**src/rtl/irqg_pkg.sv**
```systemverilog
// Shared types for the interrupt enable and mode controller.
// Assumes: the three interrupt modes fit a 2-bit code.
package irqg_pkg;

    localparam int MODE_W = 2;

    // Interrupt response mode codes
    typedef enum logic [MODE_W-1:0] {
        IMODE_0 = 2'd0,
        IMODE_1 = 2'd1,
        IMODE_2 = 2'd2
    } imode_t;

    // One-cycle commands that act on the enable flip-flops
    typedef struct packed {
        logic ei;
        logic di;
        logic nmi;
        logic irq;
        logic retn;
    } iff_cmd_t;

endpackage

```
**src/rtl/irqg_mode_dec.sv**
```systemverilog
// Decodes the second byte of the mode-select instruction.
// Assumes: the family is recognised by a fixed mask/pattern. Bits [4:3]
// pick the mode and the remaining free bit makes the aliases.
// AMBIG_MODE picks the mode given to the ambiguous selector 01.
module irqg_mode_dec
    import irqg_pkg::*;
#(
    parameter int OPC_W      = 8,
    parameter int AMBIG_MODE = 0
) (
    input  logic [OPC_W-1:0] opc,
    output logic             hit,
    output imode_t           mode
);

    localparam logic [OPC_W-1:0] FAM_MASK = OPC_W'('hC7);
    localparam logic [OPC_W-1:0] FAM_PAT  = OPC_W'('h46);
    localparam int               SEL_LO   = 3;
    localparam int               SEL_HI   = SEL_LO + MODE_W - 1;

    logic [MODE_W-1:0] sel;
    imode_t            alias_mode;

    assign sel = opc[SEL_HI:SEL_LO];

    // Parameter picks the meaning of the ambiguous alias
    generate
        if (AMBIG_MODE == 0) begin : g_alias_m0
            assign alias_mode = IMODE_0;
        end else begin : g_alias_m1
            assign alias_mode = IMODE_1;
        end
    endgenerate

    // Family match over the whole opcode byte
    always_comb begin
        hit = ((opc & FAM_MASK) == FAM_PAT);
    end

    // Selector field to mode code
    always_comb begin
        case (sel)
            2'd0:    mode = IMODE_0;
            2'd1:    mode = alias_mode;
            2'd2:    mode = IMODE_1;
            default: mode = IMODE_2;
        endcase
    end

endmodule

```
**src/rtl/irqg_mode_reg.sv**
```systemverilog
// Holds the current interrupt mode.
// Assumes: load is asserted only for a recognised mode-select opcode.
module irqg_mode_reg
    import irqg_pkg::*;
(
    input  logic   clk,
    input  logic   rst_n,
    input  logic   load,
    input  imode_t nxt,
    output imode_t cur
);

    // Mode register, mode 0 after reset
    always_ff @(posedge clk) begin
        if (!rst_n) begin
            cur <= IMODE_0;
        end else if (load) begin
            cur <= nxt;
        end
    end

endmodule

```
**src/rtl/irqg_iff_pair.sv**
```systemverilog
// The live and saved interrupt-enable flip-flops plus the enable shadow.
// Assumes: at most one command per cycle. instr_end marks the last cycle
// of each instruction and may coincide with the enable command itself.
module irqg_iff_pair
    import irqg_pkg::*;
(
    input  logic     clk,
    input  logic     rst_n,
    input  iff_cmd_t cmd,
    input  logic     instr_end,
    output logic     iff_live,
    output logic     iff_saved,
    output logic     ei_shadow
);

    // Live flip-flop: gates maskable acceptance
    always_ff @(posedge clk) begin
        if (!rst_n) begin
            iff_live <= 1'b0;
        end else if (cmd.ei) begin
            iff_live <= 1'b1;
        end else if (cmd.di || cmd.nmi || cmd.irq) begin
            iff_live <= 1'b0;
        end else if (cmd.retn) begin
            iff_live <= iff_saved;
        end
    end

    // Saved flip-flop: survives NMI entry
    always_ff @(posedge clk) begin
        if (!rst_n) begin
            iff_saved <= 1'b0;
        end else if (cmd.ei) begin
            iff_saved <= 1'b1;
        end else if (cmd.di || cmd.irq) begin
            iff_saved <= 1'b0;
        end
    end

    // Shadow: blocks acceptance until the next instruction ends
    always_ff @(posedge clk) begin
        if (!rst_n) begin
            ei_shadow <= 1'b0;
        end else if (cmd.ei) begin
            ei_shadow <= 1'b1;
        end else if (instr_end) begin
            ei_shadow <= 1'b0;
        end
    end

endmodule

```
**src/rtl/irq_gate_ctl.sv**
```systemverilog
// Interrupt enable and mode controller top level.
// Takes decoded command pulses and exposes the maskable-interrupt gate,
// the current mode and the parity/overflow value for the special loads.
// Assumes: the decoder raises at most one command per cycle, and
// irq_taken only while irq_allowed is high.
module irq_gate_ctl
    import irqg_pkg::*;
#(
    parameter int OPC_W      = 8,
    parameter int AMBIG_MODE = 0
) (
    input  logic             clk,
    input  logic             rst_n,
    input  logic             cmd_ei,
    input  logic             cmd_di,
    input  logic             nmi_taken,
    input  logic             irq_taken,
    input  logic             nmi_return,
    input  logic             im_set,
    input  logic [OPC_W-1:0] im_opcode,
    input  logic             ld_a_ir,
    input  logic             instr_end,
    output logic             irq_allowed,
    output logic [MODE_W-1:0] im_mode,
    output logic             pv_flag
);

    iff_cmd_t cmd;
    logic     iff1_q;
    logic     iff2_q;
    logic     shadow_q;
    logic     dec_hit;
    imode_t   dec_mode;
    imode_t   mode_q;

    // Gather the command pulses for the flip-flop pair
    always_comb begin
        cmd.ei   = cmd_ei;
        cmd.di   = cmd_di;
        cmd.nmi  = nmi_taken;
        cmd.irq  = irq_taken;
        cmd.retn = nmi_return;
    end

    irqg_iff_pair u_iff (
        .clk       (clk),
        .rst_n     (rst_n),
        .cmd       (cmd),
        .instr_end (instr_end),
        .iff_live  (iff1_q),
        .iff_saved (iff2_q),
        .ei_shadow (shadow_q)
    );

    irqg_mode_dec #(
        .OPC_W      (OPC_W),
        .AMBIG_MODE (AMBIG_MODE)
    ) u_dec (
        .opc  (im_opcode),
        .hit  (dec_hit),
        .mode (dec_mode)
    );

    irqg_mode_reg u_mode (
        .clk   (clk),
        .rst_n (rst_n),
        .load  (im_set && dec_hit),
        .nxt   (dec_mode),
        .cur   (mode_q)
    );

    // Output gate, mode and flag value
    always_comb begin
        irq_allowed = iff1_q && !shadow_q;
        im_mode     = mode_q;
        pv_flag     = ld_a_ir && iff2_q;
    end

endmodule

```
**config.mk**
```make
export PLATFORM = sky130hd
export DESIGN_NAME = irq_gate_ctl
export DESIGN_NICKNAME = d
export VERILOG_FILES = /design/src/rtl/irqg_pkg.sv /design/src/rtl/irqg_mode_dec.sv /design/src/rtl/irqg_mode_reg.sv /design/src/rtl/irqg_iff_pair.sv /design/src/rtl/irq_gate_ctl.sv
export SDC_FILE = /design/constraint.sdc
export NUM_CORES = 1
export LEC_CHECK = 0
export BUFFER_PORTS_ARGS = -buffer_cell sky130_fd_sc_hd__buf_4
export CORE_AREA = 2 2 39 41
export CTS_CLUSTER_SIZE = 20
export DETAILED_ROUTE_END_ITERATION = 16
export DIE_AREA = 0 0 41 43
export PLACE_DENSITY = 0.5
export RECOVER_POWER = 25
export SETUP_SLACK_MARGIN = 0.02
export SYNTH_ARGS = -nofsm -noshare
export SYNTH_HDL_FRONTEND = slang
export SYNTH_SLANG_ARGS = --single-unit
```
**constraint.sdc**
```tcl
create_clock -name clk -period 0.8 [get_ports clk]
set_input_delay 0.12 -clock clk [delete_from_list [all_inputs] [get_ports clk]]
set_output_delay 0.12 -clock clk [all_outputs]
set_load 0.02 [all_outputs]
```
Yosys cells after proc, flatten, opt, wreduce, memory -nomap -nowiden
Cells that the tools add are included.
{"block": "word_totals", "reg_bits": 5, "elab_cells": 27, "out_inout_bits": 4, "input_bits": 18}
{"block": "classes", "n_reduce_logical": 12, "eq_ne": 3, "muxes": 8}
{"cell": "$mux W1", "count": 7}
{"cell": "$eq A5 B4 Y1 const B", "count": 1}
{"cell": "$pmux W2 S2", "count": 1}
{"cell": "$reduce_bool A2 Y1", "count": 2}
{"cell": "$logic_and A1 B1 Y1", "count": 3}
{"cell": "$logic_or A1 B1 Y1", "count": 3}
{"cell": "$reduce_bool A3 Y1", "count": 1}
{"cell": "$eq A2 B1 Y1 const B", "count": 1}
{"cell": "$eq A2 B2 Y1 const B", "count": 1}
{"cell": "$logic_not A2 Y1", "count": 1}
{"cell": "$reduce_or A2 Y1", "count": 1}
{"cell": "$logic_not A1 Y1", "count": 1}

Depth between registers and ports, before layout
Gate-level depths: netlist (run 1).
{"block": "depth", "ltp_word": 4, "mapped_depth": 3}

Cells and area by module
A second synthesis (run 1) with hierarchy kept.
{"block": "hier_totals", "hier_cells": 24, "area_unflattened_um2": 241.5}
{"mod": "irqg_iff_pair", "instances": 1, "area_each_um2": 117.6, "cells_per_inst": 11, "seq_area_each_um2": 60.1}
{"mod": "irqg_mode_reg", "instances": 1, "area_each_um2": 72.6, "cells_per_inst": 6, "seq_area_each_um2": 40.0}
{"mod": "irq_gate_ctl", "instances": 1, "area_each_um2": 26.3, "cells_per_inst": 3, "seq_area_each_um2": 0.0}
{"mod": "irqg_mode_dec", "instances": 1, "area_each_um2": 25.0, "cells_per_inst": 4, "seq_area_each_um2": 0.0}

Least setup slack after synthesis (run 1)
No wires, ideal clock.
{"block": "synth_timing", "path_type": "in2reg", "from": "in im_opcode[7]", "to": "reg u_mode.cur[0]", "arrival_time_ps": 720, "slack_ps": 8, "path_buffers": 0, "path_stages": 3, "path_cell_list": "nand4b_1 > nor3b_2 > mux2i_1"}
{"block": "synth_between", "elab_chain_cells": 2}
{"element": "start: declaration", "line": "irq_gate_ctl.sv:20", "rtl": "input logic [OPC_W-1:0] im_opcode,"}
{"element": "$eq A5 B4 Y1", "line": "irqg_mode_dec.sv:37", "rtl": "hit = ((opc & FAM_MASK) == FAM_PAT);"}
{"element": "$logic_and A1 B1 Y1", "line": "irq_gate_ctl.sv:67", "rtl": ".load (im_set && dec_hit),"}
{"element": "end signal: assignment", "line": "irqg_mode_reg.sv:18", "rtl": "cur <= nxt;"}
{"element": "end: declaration", "line": "irqg_mode_reg.sv:10", "rtl": "output imode_t cur"}
No other way between the ends.
A chain may end at the register's enable or synchronous reset.

Worst setup path in the final report (run 1)
{"block": "layout_timing", "from": "reg u_iff.iff_live", "to": "out irq_allowed"}
{"block": "layout_between", "elab_chain_cells": 1}
{"element": "start: declaration", "line": "irqg_iff_pair.sv:11", "rtl": "output logic iff_live,"}
{"element": "start signal: assignment", "line": "irqg_iff_pair.sv:25", "rtl": "iff_live <= iff_saved;"}
{"element": "$logic_and A1 B1 Y1", "line": "irq_gate_ctl.sv:74", "rtl": "irq_allowed = iff1_q && !shadow_q;"}
{"element": "end: declaration", "line": "irq_gate_ctl.sv:23", "rtl": "output logic irq_allowed,"}
No other way between the ends.

==> results.sh, run 1 <==
export IMPL_gp_congestion=0.6042
export IMPL_path_delay_family="flip-flops"
export IMPL_cp_cell_sequence="nor2b_4, buf_6"
export IMPL_required_ns=0.68
export IMPL_grt_pass1_vias=263
export IMPL_slew_headroom=0.8412
export IMPL_die_height_um=43
export IMPL_fin_skew_ns=0.0006940
export IMPL_finalNetCount=68
export IMPL_synth_cell_types=13
export IMPL_ir_worst_vdd_uv=423.4
export IMPL_period_share=1.152
export IMPL_final_cells=65
export IMPL_drive_gt1_frac=0.6531
export IMPL_seq_area_um2=105.1
export IMPL_dieArea_um2=1763
export IMPL_outcome="finished, violations left"
export IMPL_crit_type="reg2out"
export IMPL_drt_wl_total_um=584
export IMPL_num_vias=255
export IMPL_period_minus_slack_ns=0.9217
export IMPL_tritoncts="yes"
export IMPL_grt_pass1_wl_um=959
export IMPL_switchingPower_mw=0.1484
export IMPL_clk_pin_slew_worst_paths_ns=0.04
export IMPL_cellPowerDensity_nw_per_um2=1460
export IMPL_p_sw_frac=0.2172
export IMPL_drv_slew=0
export IMPL_end_kind="output port"
export IMPL_h_tree_depth=1
export IMPL_mostFrequentLayoutCell="buf_4"
export IMPL_post_place_ws_ns=-0.1323
export IMPL_syn_avg_cell_area_um2=9.846
export IMPL_grt_usage=0.08661
export IMPL_p_clk_frac=0.429
export IMPL_antenna_found_initial=0
export IMPL_synth_seq_cells=5
export IMPL_pwr_share_seq=0.391
export IMPL_first_pass_iters=1
export IMPL_timing_final_ws_setup_ns=-0.1217
export IMPL_max_stage_delay_ns=0.32
export IMPL_start_kind="flip-flop"
export IMPL_core_area_um2=1384
export IMPL_pwr_share_comb=0.180
export IMPL_fill_cells=141
export IMPL_grt_overflow_total=0
export IMPL_max_freq_mhz=1085
export IMPL_crit_fanout=2
export IMPL_clk_latency_ns=0.24
export IMPL_hold_path_class="in2reg"
export IMPL_power_leakage_nw=0.2096
export IMPL_postSynthCellCount=23
export IMPL_wl_per_cell_um=8.985
export IMPL_start_util=0.1637
export IMPL_cp_arrival_ns=0.80
export IMPL_placed_area_um2=396.6
export IMPL_clock_root_buffer="clkbuf_4"
export IMPL_die_w_um=41
export IMPL_path_buf_inv=1
export IMPL_drc_errors=0
export IMPL_violations="negative setup slack"
export IMPL_hold_viol_final=0
export IMPL_drtAntennaViolNets=0
export IMPL_pin_count=22
export IMPL_setup_violations=3
export IMPL_final_cell_area_um2=467.9
export IMPL_area_delta_synth_final_pct=106.6
export IMPL_layout_common_cells="buf_4 (18), buf_6 (4), dfxtp_2 (4), mux2i_1 (3), clkbuf_4 (3)"
export IMPL_first_iter_violations=0
export IMPL_seq_area_frac_synth=0.4420
export IMPL_clkSinkCount=5
export IMPL_placed_cells=59
export IMPL_power_internal_mw=0.5348
export IMPL_numPortBuffers=20
export IMPL_grt_setup_unrepaired="true"
export IMPL_multiInputGateArea_um2=136.4
export IMPL_cts_buffers=3
export IMPL_synth_fp_nets=41
export IMPL_rows=14
export IMPL_grt_max_degree=8
export IMPL_cap_viol_max_count=0
export IMPL_crit_slowest_cell="dfxtp_2"
export IMPL_vias_per_cell=3.923
export IMPL_tightest_slew_ns=0.2360
export IMPL_clock_path_buffers=2
export IMPL_finish_utilization=0.3382
export IMPL_antennaDiodeCount=0
export IMPL_synth_cell_area_um2=226.5
export IMPL_ys_warn_count=0
[timing repair]
item,4_1_cts,5_1_grt
hold buffers,0,0
resized for setup,10,0
setup endpoints to repair,5,5
setup buffers,1,1
[layer usage]
layer | global-route usage | vias up | wire length [um]
met4 | 0.1200 | 0 | 20
met1 | 0.07468 | 115 | 210
met5 | 0 | - | 0
li1 | - | 135 | -
met3 | 0.01571 | 2 | 9
met2 | 0.1313 | 3 | 344
[area by class of cell]
type / instances / area share
multi-input combinational: 18 / 0.2914
tap: 16 / 0.04278
timing repair buffer: 22 / 0.3850
sequential: 5 / 0.2246
clock buffer: 4 / 0.05615
[synth_stat cells]
cell      count  area share
a21oi_1       1       0.022
nand4b_1      1       0.039
and2_1        1       0.028
nor4_1        1       0.028
nand3b_1      1       0.033
nand2_1       2       0.033
o21a_1        2       0.066
nor2b_1       3       0.083
mux2i_1       3        0.13
nand3_1       1       0.022
nor2_1        1       0.017
nor3b_2       1       0.055
dfxtp_1       5        0.44
[stage by stage]
step	power, mW	hold WS, ns	setup TNS (ns)
floorplan	0.3002	0.2375	0
global placement	0.3794	0.3540	-0.2604
detailed placement	0.3792	0.3525	-0.2645
CTS	0.6964	0.1060	-0.3898
global route	0.7298	0.1135	-0.4949
finish	0.6832	0.1096	-0.3321
[state kept, by name, summed over array words and instances, names as in the netlist]
name,cells
u_iff.ei_shadow,1
u_iff.iff_live,1
u_iff.iff_saved,1
u_mode.cur,2
[kinds of logic (layout without fill, tap and decap cells)]
group                  Yosys count  after routing  synth area share
and+or+nand+nor                 12             12            0.3370
DFF                              5              5            0.4420
AOI/OAI and AO/OA                3              3           0.08836
muxes                            3              3            0.1326
buffers and inverters            0             26                 0
[power by group through the flow]
| stage | clock network, mW | registers [mW] | logic (mW) |
|---|---|---|---|
| floorplan | 0 | 0.268 | 0.0319 |
| global placement | 0 | 0.270 | 0.110 |
| detailed placement | 0 | 0.270 | 0.110 |
| CTS | 0.306 | 0.267 | 0.124 |
| global route | 0.329 | 0.268 | 0.133 |
| finish | 0.293 | 0.267 | 0.123 |
[path summary, 6_finish.rpt]
kind	from	endpoint	slack [ns]	depth (start not counted)
max reg2reg	u_iff.iff_saved	u_iff.iff_live	-0.09	4
min reg2reg	u_mode.cur[0]	u_mode.cur[0]	0.47	2
min	cmd_ei	u_iff.iff_live	0.11	2
max	u_iff.iff_live	irq_allowed	-0.12	2
[worst register-to-register path: stages, from the launching register on]
cell and delay (ns):
dfxtp_2 0.31, buf_4 0.12, mux2i_1 0.13, nor4_1 0.06
o21a_1 0.16
Note: power is estimated with default switching activity, not from simulation.
==> run 2: changes to the inputs <==
--- a/config.mk
+++ b/config.mk
@@ -5,12 +5,13 @@
 export SDC_FILE = /design/constraint.sdc
 export NUM_CORES = 1
 export LEC_CHECK = 0
+export ABC_AREA = 1
 export BUFFER_PORTS_ARGS = -buffer_cell sky130_fd_sc_hd__buf_4
 export CORE_AREA = 2 2 39 41
 export CTS_CLUSTER_SIZE = 20
 export DETAILED_ROUTE_END_ITERATION = 16
 export DIE_AREA = 0 0 41 43
-export PLACE_DENSITY = 0.5
+export PLACE_DENSITY = 0.54
 export RECOVER_POWER = 25
 export SETUP_SLACK_MARGIN = 0.02
 export SYNTH_ARGS = -nofsm -noshare
==> run 2 against run 1 <==
  * The flow still finishes with violations (negative setup slack)
  * Clock skew is 0.00062 ns lower
  * Register-to-register slack better by 0.07 ns
  * Routed wire length is 11% higher
  * Clock-buffer cell count stayed put
  * Setup slack worse by 0.0085 ns
  * Design area is 9.1% higher
  * Largest cell class unchanged
==> results.sh, run 2 <==
export IMPL_outcome="finished, violations left"
export IMPL_violations="negative setup slack"
export IMPL_synth_top_cells_by_area="dfxtp_1 (37%), nand2_1 (17%), inv_1 (15%)"
export IMPL_synth_cell_area_um2=269.0
export IMPL_holdWs_ns=0.09552
export IMPL_cap_viol_max_count=0
export IMPL_grt_pass1_wl_um=1117
export IMPL_num_vias=333
export IMPL_largest_register="u_mode.cur"
export IMPL_largest_reg_flops=2
export IMPL_drtAntennaViolNets=0
export IMPL_synthArstFlopShare=0
export IMPL_synth_edf_count=0
export IMPL_grt_usage=0.1006
export IMPL_slew_headroom=0.8907
export IMPL_period_minus_slack_ns=0.9302
export IMPL_ys_top_cells_by_count="nand2_1 (12), inv_1 (11), nor2_1 (6)"
export IMPL_rows=14
export IMPL_synth_top_area_frac=0.3721
export IMPL_hold_viol_final=0
export IMPL_clock_root_buffer="clkbuf_4"
export IMPL_cp_cell_sequence="inv_2, nor2_1, buf_4"
export IMPL_cellPowerDensity_nw_per_um2=1414
export IMPL_clock_path_buffers=2
export IMPL_dieArea_um2=1763
export IMPL_max_freq_mhz=1075
export IMPL_fin_skew_ns=0.00007247
export IMPL_power_internal_mw=0.5408
export IMPL_grt_pass1_vias=322
export IMPL_period_share=1.163
export IMPL_layout_common_cells="buf_4 (19), nand2_1 (11), inv_1 (8), nor2_1 (6)"
export IMPL_placed_area_um2=439.2
export IMPL_wl_met1_um=251
export IMPL_synth_seq_cells=5
export IMPL_grt_max_degree=5
export IMPL_p_clk_frac=0.420
export IMPL_cts_buffers=3
export IMPL_cts_hold_buffers=0
export IMPL_die_height_um=43
export IMPL_top_layer_used="met4"
export IMPL_ys_warn_count=0
export IMPL_p_sw_frac=0.2507
export IMPL_core_area_um2=1384
export IMPL_cp_arrival_ns=0.81
export IMPL_wl_per_cell_um=7.471
export IMPL_drive_gt1_frac=0.5352
export IMPL_die_w_um=41
export IMPL_wl_met3_um=35
export IMPL_postSynthCellCount=44
export IMPL_crit_slowest_cell="dfxtp_2"
export IMPL_final_cell_area_um2=510.5
export IMPL_start_kind="flip-flop"
export IMPL_required_ns=0.68
export IMPL_synth_fp_nets=62
export IMPL_clk_latency_ns=0.24
export IMPL_clkSinkCount=5
export IMPL_tightest_slew_ns=0.1637
export IMPL_finalNetCount=90
export IMPL_numPortBuffers=20
export IMPL_path_buf_inv=2
export IMPL_timing_final_ws_setup_ns=-0.1302
export IMPL_switchingPower_mw=0.1809
export IMPL_gp_congestion=0.7016
export IMPL_clk_pin_slew_worst_paths_ns=0.05
export IMPL_start_util=0.1944
export IMPL_max_stage_delay_ns=0.31
export IMPL_hold_path_class="in2reg"
export IMPL_tritoncts="yes"
export IMPL_ys_flop_type="dfxtp_1"
export IMPL_power_leakage_nw=0.2807
export IMPL_pin_count=22
export IMPL_mostFrequentLayoutCell="buf_4"
export IMPL_end_kind="output port"
export IMPL_seq_area_frac_synth=0.3721
export IMPL_first_iter_violations=1
export IMPL_synth_top_area_cell="dfxtp_1"
export IMPL_vias_per_cell=3.828
export IMPL_drc_errors=0
export IMPL_area_delta_synth_final_pct=89.77
export IMPL_setup_violations=5
export IMPL_h_tree_depth=1
export IMPL_grt_setup_unrepaired="true"
export IMPL_drt_wl_total_um=650
export IMPL_crit_type="reg2out"
export IMPL_dp_hpwl_um=494
export IMPL_antenna_found_initial=0
export IMPL_ir_worst_vdd_uv=776.3
export IMPL_syn_avg_cell_area_um2=6.114
export IMPL_antennaDiodeCount=0
export IMPL_synth_most_common_cell="nand2_1"
export IMPL_path_delay_family="flip-flops"
export IMPL_first_pass_iters=2
export IMPL_drv_slew=0
export IMPL_pwr_share_comb=0.207
export IMPL_pwr_share_seq=0.373
export IMPL_grt_overflow_total=0
export IMPL_synth_cell_types=9
export IMPL_crit_fanout=2
export IMPL_finalSetupTns_ns=-0.2792
export IMPL_wl_met2_um=351
==> run 2: cell count changes after synthesis, moves of 2 or more <==
cell	before	now
nand2_1	2	12
o21a_1	2	0
inv_1	0	11
nor2b_1	3	0
a21oi_1	1	4
nor2_2	0	2
nor2_1	1	6
mux2i_1	3	0
==> run 2: worst paths after layout <==
path / slack [ns] / end / cells after the start / startpoint
max: -0.13 / irq_allowed / 3 / u_iff.iff_live
max reg2reg: -0.02 / u_iff.iff_live / 7 / u_iff.iff_saved
min reg2reg: 0.47 / u_iff.ei_shadow / 2 / u_iff.ei_shadow
min: 0.1 / u_iff.iff_live / 3 / cmd_ei
==> run 2: metrics by stage <==
| stage | worst slack (ns) | power [mW] | utilization | std cells |
|---|---|---|---|---|
| 2_1_floorplan | 0.06463 | 0.3249 | - | 44 |
| 3_3_place_gp | 0.05033 | 0.4038 | 0.3174 | 80 |
| 4_1_cts | -0.1583 | 0.7238 | 0.3590 | 86 |
| 5_1_grt | -0.1784 | 0.7679 | 0.3689 | 87 |
| 3_5_place_dp | 0.04927 | 0.4057 | 0.3174 | 80 |
| 6_report | -0.1302 | 0.7217 | 0.3689 | 87 |
==> run 2: worst register-to-register path: cells and delay by family (launching register included) <==
family / cells / cell delay, ns
AND/OR/NAND/NOR: 5 / 0.25
flip-flops: 1 / 0.33
buffers and inverters: 2 / 0.14
==> run 2: final cells by class <==
type	count	area, um^2
flip-flops and latches	5	105.1
well taps	16	20.02
multi-input cells	28	130.1
repair buffers	23	187.7
fillers	161	873.3
inverters	11	41.29
clock buffers	4	26.28
==> run 2: kinds of logic (layout without fill, tap and decap cells) <==
kind of cell	count (synthesis)	after routing	share of synthesized area
buf+inv	11	38	0.1535
simple gates	24	24	0.4000
compound gates	4	4	0.07442
flops	5	5	0.3721
==> run 2: timing repair <==
action | CTS | global route
pin swaps | 1 | 1
resized for setup | 8 | 4
setup buffers | 2 | 1
setup endpoints to repair | 4 | 5
==> run 2: layer usage <==
layer | up-vias | global-route usage
met1 | 146 | 0.1068
met3 | 2 | 0.04712
met4 | 0 | 0.1000
met2 | 5 | 0.1344
met5 | - | 0
li1 | 180 | -
==> run 2: power groups by stage <==
stage	registers [mW]	logic [mW]	clock network (mW)
3_3_place_gp	0.271	0.133	0
4_1_cts	0.268	0.143	0.312
3_5_place_dp	0.271	0.135	0
6_report	0.269	0.149	0.303
5_1_grt	0.270	0.167	0.331
2_1_floorplan	0.271	0.0540	0
==> run 3: changes to the inputs <==
==> constraint.sdc (replaced) <==
create_clock -name clk -period 0.8 [get_ports clk]
set_input_delay 0.12 -clock clk [delete_from_list [all_inputs] [get_ports clk]]
set_output_delay 0.12 -clock clk [all_outputs]
set_load 0.01 [all_outputs]
==> run 3 against run 2 <==
  * The flow still finishes with violations (negative setup slack)
  * Routed wire length fell by 0.15%
  * Sequential cell count unchanged
  * Cell count stayed put
==> results.sh, run 3 (synthesized netlist as in run 2, its figures left out) <==
export IMPL_start_util=0.1944
export IMPL_drv_slew=0
export IMPL_gp_congestion=0.7016
export IMPL_clk_latency_ns=0.24
export IMPL_grt_pass1_vias=314
export IMPL_clk_pin_slew_worst_paths_ns=0.05
export IMPL_pin_count=22
export IMPL_die_w_um=41
export IMPL_vias_per_cell=3.828
export IMPL_tritoncts="yes"
export IMPL_grt_overflow_total=0
export IMPL_finish_utilization=0.3671
export IMPL_finalSetupTns_ns=-0.2485
export IMPL_fin_skew_ns=0.00007247
export IMPL_tightest_slew_ns=0.1637
export IMPL_antenna_found_initial=0
export IMPL_first_iter_violations=1
export IMPL_hold_viol_final=0
export IMPL_drt_wl_total_um=649
export IMPL_max_freq_mhz=1095
export IMPL_required_ns=0.68
export IMPL_largest_register="u_mode.cur"
export IMPL_switchingPower_mw=0.1742
export IMPL_cp_cell_sequence="nand2_1, inv_1, buf_6"
export IMPL_antennaDiodeCount=0
export IMPL_num_vias=333
export IMPL_period_share=1.142
export IMPL_core_area_um2=1384
export IMPL_grt_setup_unrepaired="true"
export IMPL_end_kind="output port"
export IMPL_timing_final_ws_setup_ns=-0.1135
export IMPL_violations="negative setup slack"
export IMPL_grt_pass1_wl_um=1090
export IMPL_crit_type="reg2out"
export IMPL_drc_errors=0
export IMPL_cts_buffers=3
export IMPL_drive_gt1_frac=0.4930
export IMPL_dp_hpwl_um=494
export IMPL_largest_reg_flops=2
export IMPL_cellPowerDensity_nw_per_um2=1405
export IMPL_p_sw_frac=0.2440
export IMPL_h_tree_depth=1
export IMPL_placed_area_um2=439.2
export IMPL_clkSinkCount=5
export IMPL_dieArea_um2=1763
export IMPL_setup_violations=3
export IMPL_mostFrequentLayoutCell="buf_4"
export IMPL_pwr_share_comb=0.199
export IMPL_power_leakage_nw=0.2827
export IMPL_hold_path_class="in2reg"
export IMPL_clock_root_buffer="clkbuf_4"
export IMPL_cap_viol_max_count=0
export IMPL_final_cell_area_um2=508.0
export IMPL_crit_slowest_cell="dfxtp_2"
export IMPL_drtAntennaViolNets=0
export IMPL_slew_headroom=0.8907
export IMPL_period_minus_slack_ns=0.9135
export IMPL_die_height_um=43
export IMPL_layout_common_cells="buf_4 (19), nand2_1 (12), inv_1 (10), nor2_1 (6)"
export IMPL_numPortBuffers=20
export IMPL_ir_worst_vdd_uv=774.6
export IMPL_finalNetCount=90
export IMPL_p_clk_frac=0.425
export IMPL_first_pass_iters=2
export IMPL_clock_path_buffers=2
export IMPL_area_delta_synth_final_pct=88.84
export IMPL_grt_usage=0.09859
export IMPL_start_kind="flip-flop"
export IMPL_pwr_share_seq=0.376
export IMPL_grt_max_degree=5
export IMPL_crit_fanout=3
export IMPL_fill_cells=162
export IMPL_max_stage_delay_ns=0.34
export IMPL_post_place_ws_ns=0.04927
export IMPL_outcome="finished, violations left"
export IMPL_power_internal_mw=0.5396
export IMPL_wl_per_cell_um=7.460
export IMPL_rows=14
export IMPL_cp_arrival_ns=0.79
## run 3: cell types whose count changed in the layout (fill, tap and decap cells not counted)
cell	previous run	this run
nand2_1	11	12
inv_1	8	10
nand2_2	2	1
inv_2	3	1
## run 3: cell type report
class	instances	area, um^2	area share
Timing Repair Buffer	23	187.7	0.3695
Multi-Input combinational cell	28	127.6	0.2512
Sequential cell	5	105.1	0.2069
Inverter	11	41.29	0.08128
Clock buffer	4	26.28	0.05172
Tap cell	16	20.02	0.03941
## run 3: power by group through the flow
stage	clock network, mW	registers (mW)	logic (mW)
after floorplan	0	0.270	0.0501
after global placement	0	0.271	0.128
after detailed placement	0	0.271	0.129
after CTS	0.312	0.268	0.136
after global routing	0.331	0.270	0.159
final	0.303	0.269	0.142
## run 3: final timing paths
check	cells past startpoint	slack, ns	startpoint	endpoint
worst max-delay path	3	-0.11	u_iff.iff_saved	pv_flag
worst max register to register	7	-0.03	u_iff.iff_saved	u_iff.iff_live
worst min-delay path	3	0.1	cmd_ei	u_iff.iff_live
worst min register to register	2	0.47	u_iff.ei_shadow	u_iff.ei_shadow
## run 3: metal layers
| layer | wire (um) | global-route usage | vias up |
|---|---|---|---|
| met5 | 0 | 0 | - |
| met2 | 351 | 0.1281 | 5 |
| met1 | 251 | 0.1068 | 146 |
| met3 | 35 | 0.04712 | 2 |
| met4 | 11 | 0.1000 | 0 |
| li1 | - | - | 180 |
## run 3: timing repair
action                     4_1_cts  5_1_grt
pin swaps                        1        1
setup endpoints to repair        4        5
resized for setup                7        2
hold buffers                     0        0
gates cloned                     0        0
buffers inserted                 2        1
## run 3: per-stage QoR
stage / total power [mW] / hold WS [ns] / std cells
6_report: 0.7138 / 0.09552 / 87
5_1_grt: 0.7600 / 0.1102 / 87
3_5_place_dp: 0.4005 / 0.3486 / 80
2_1_floorplan: 0.3200 / 0.2407 / 44
3_3_place_gp: 0.3986 / 0.3463 / 80
4_1_cts: 0.7169 / 0.09249 / 86
## run 3: critical path: cells and delay by family (launching register included)
kind / cells / cell delay (ns)
DFF: 1 / 0.34
buffers and inverters: 2 / 0.16
and+or+nand+nor: 1 / 0.05
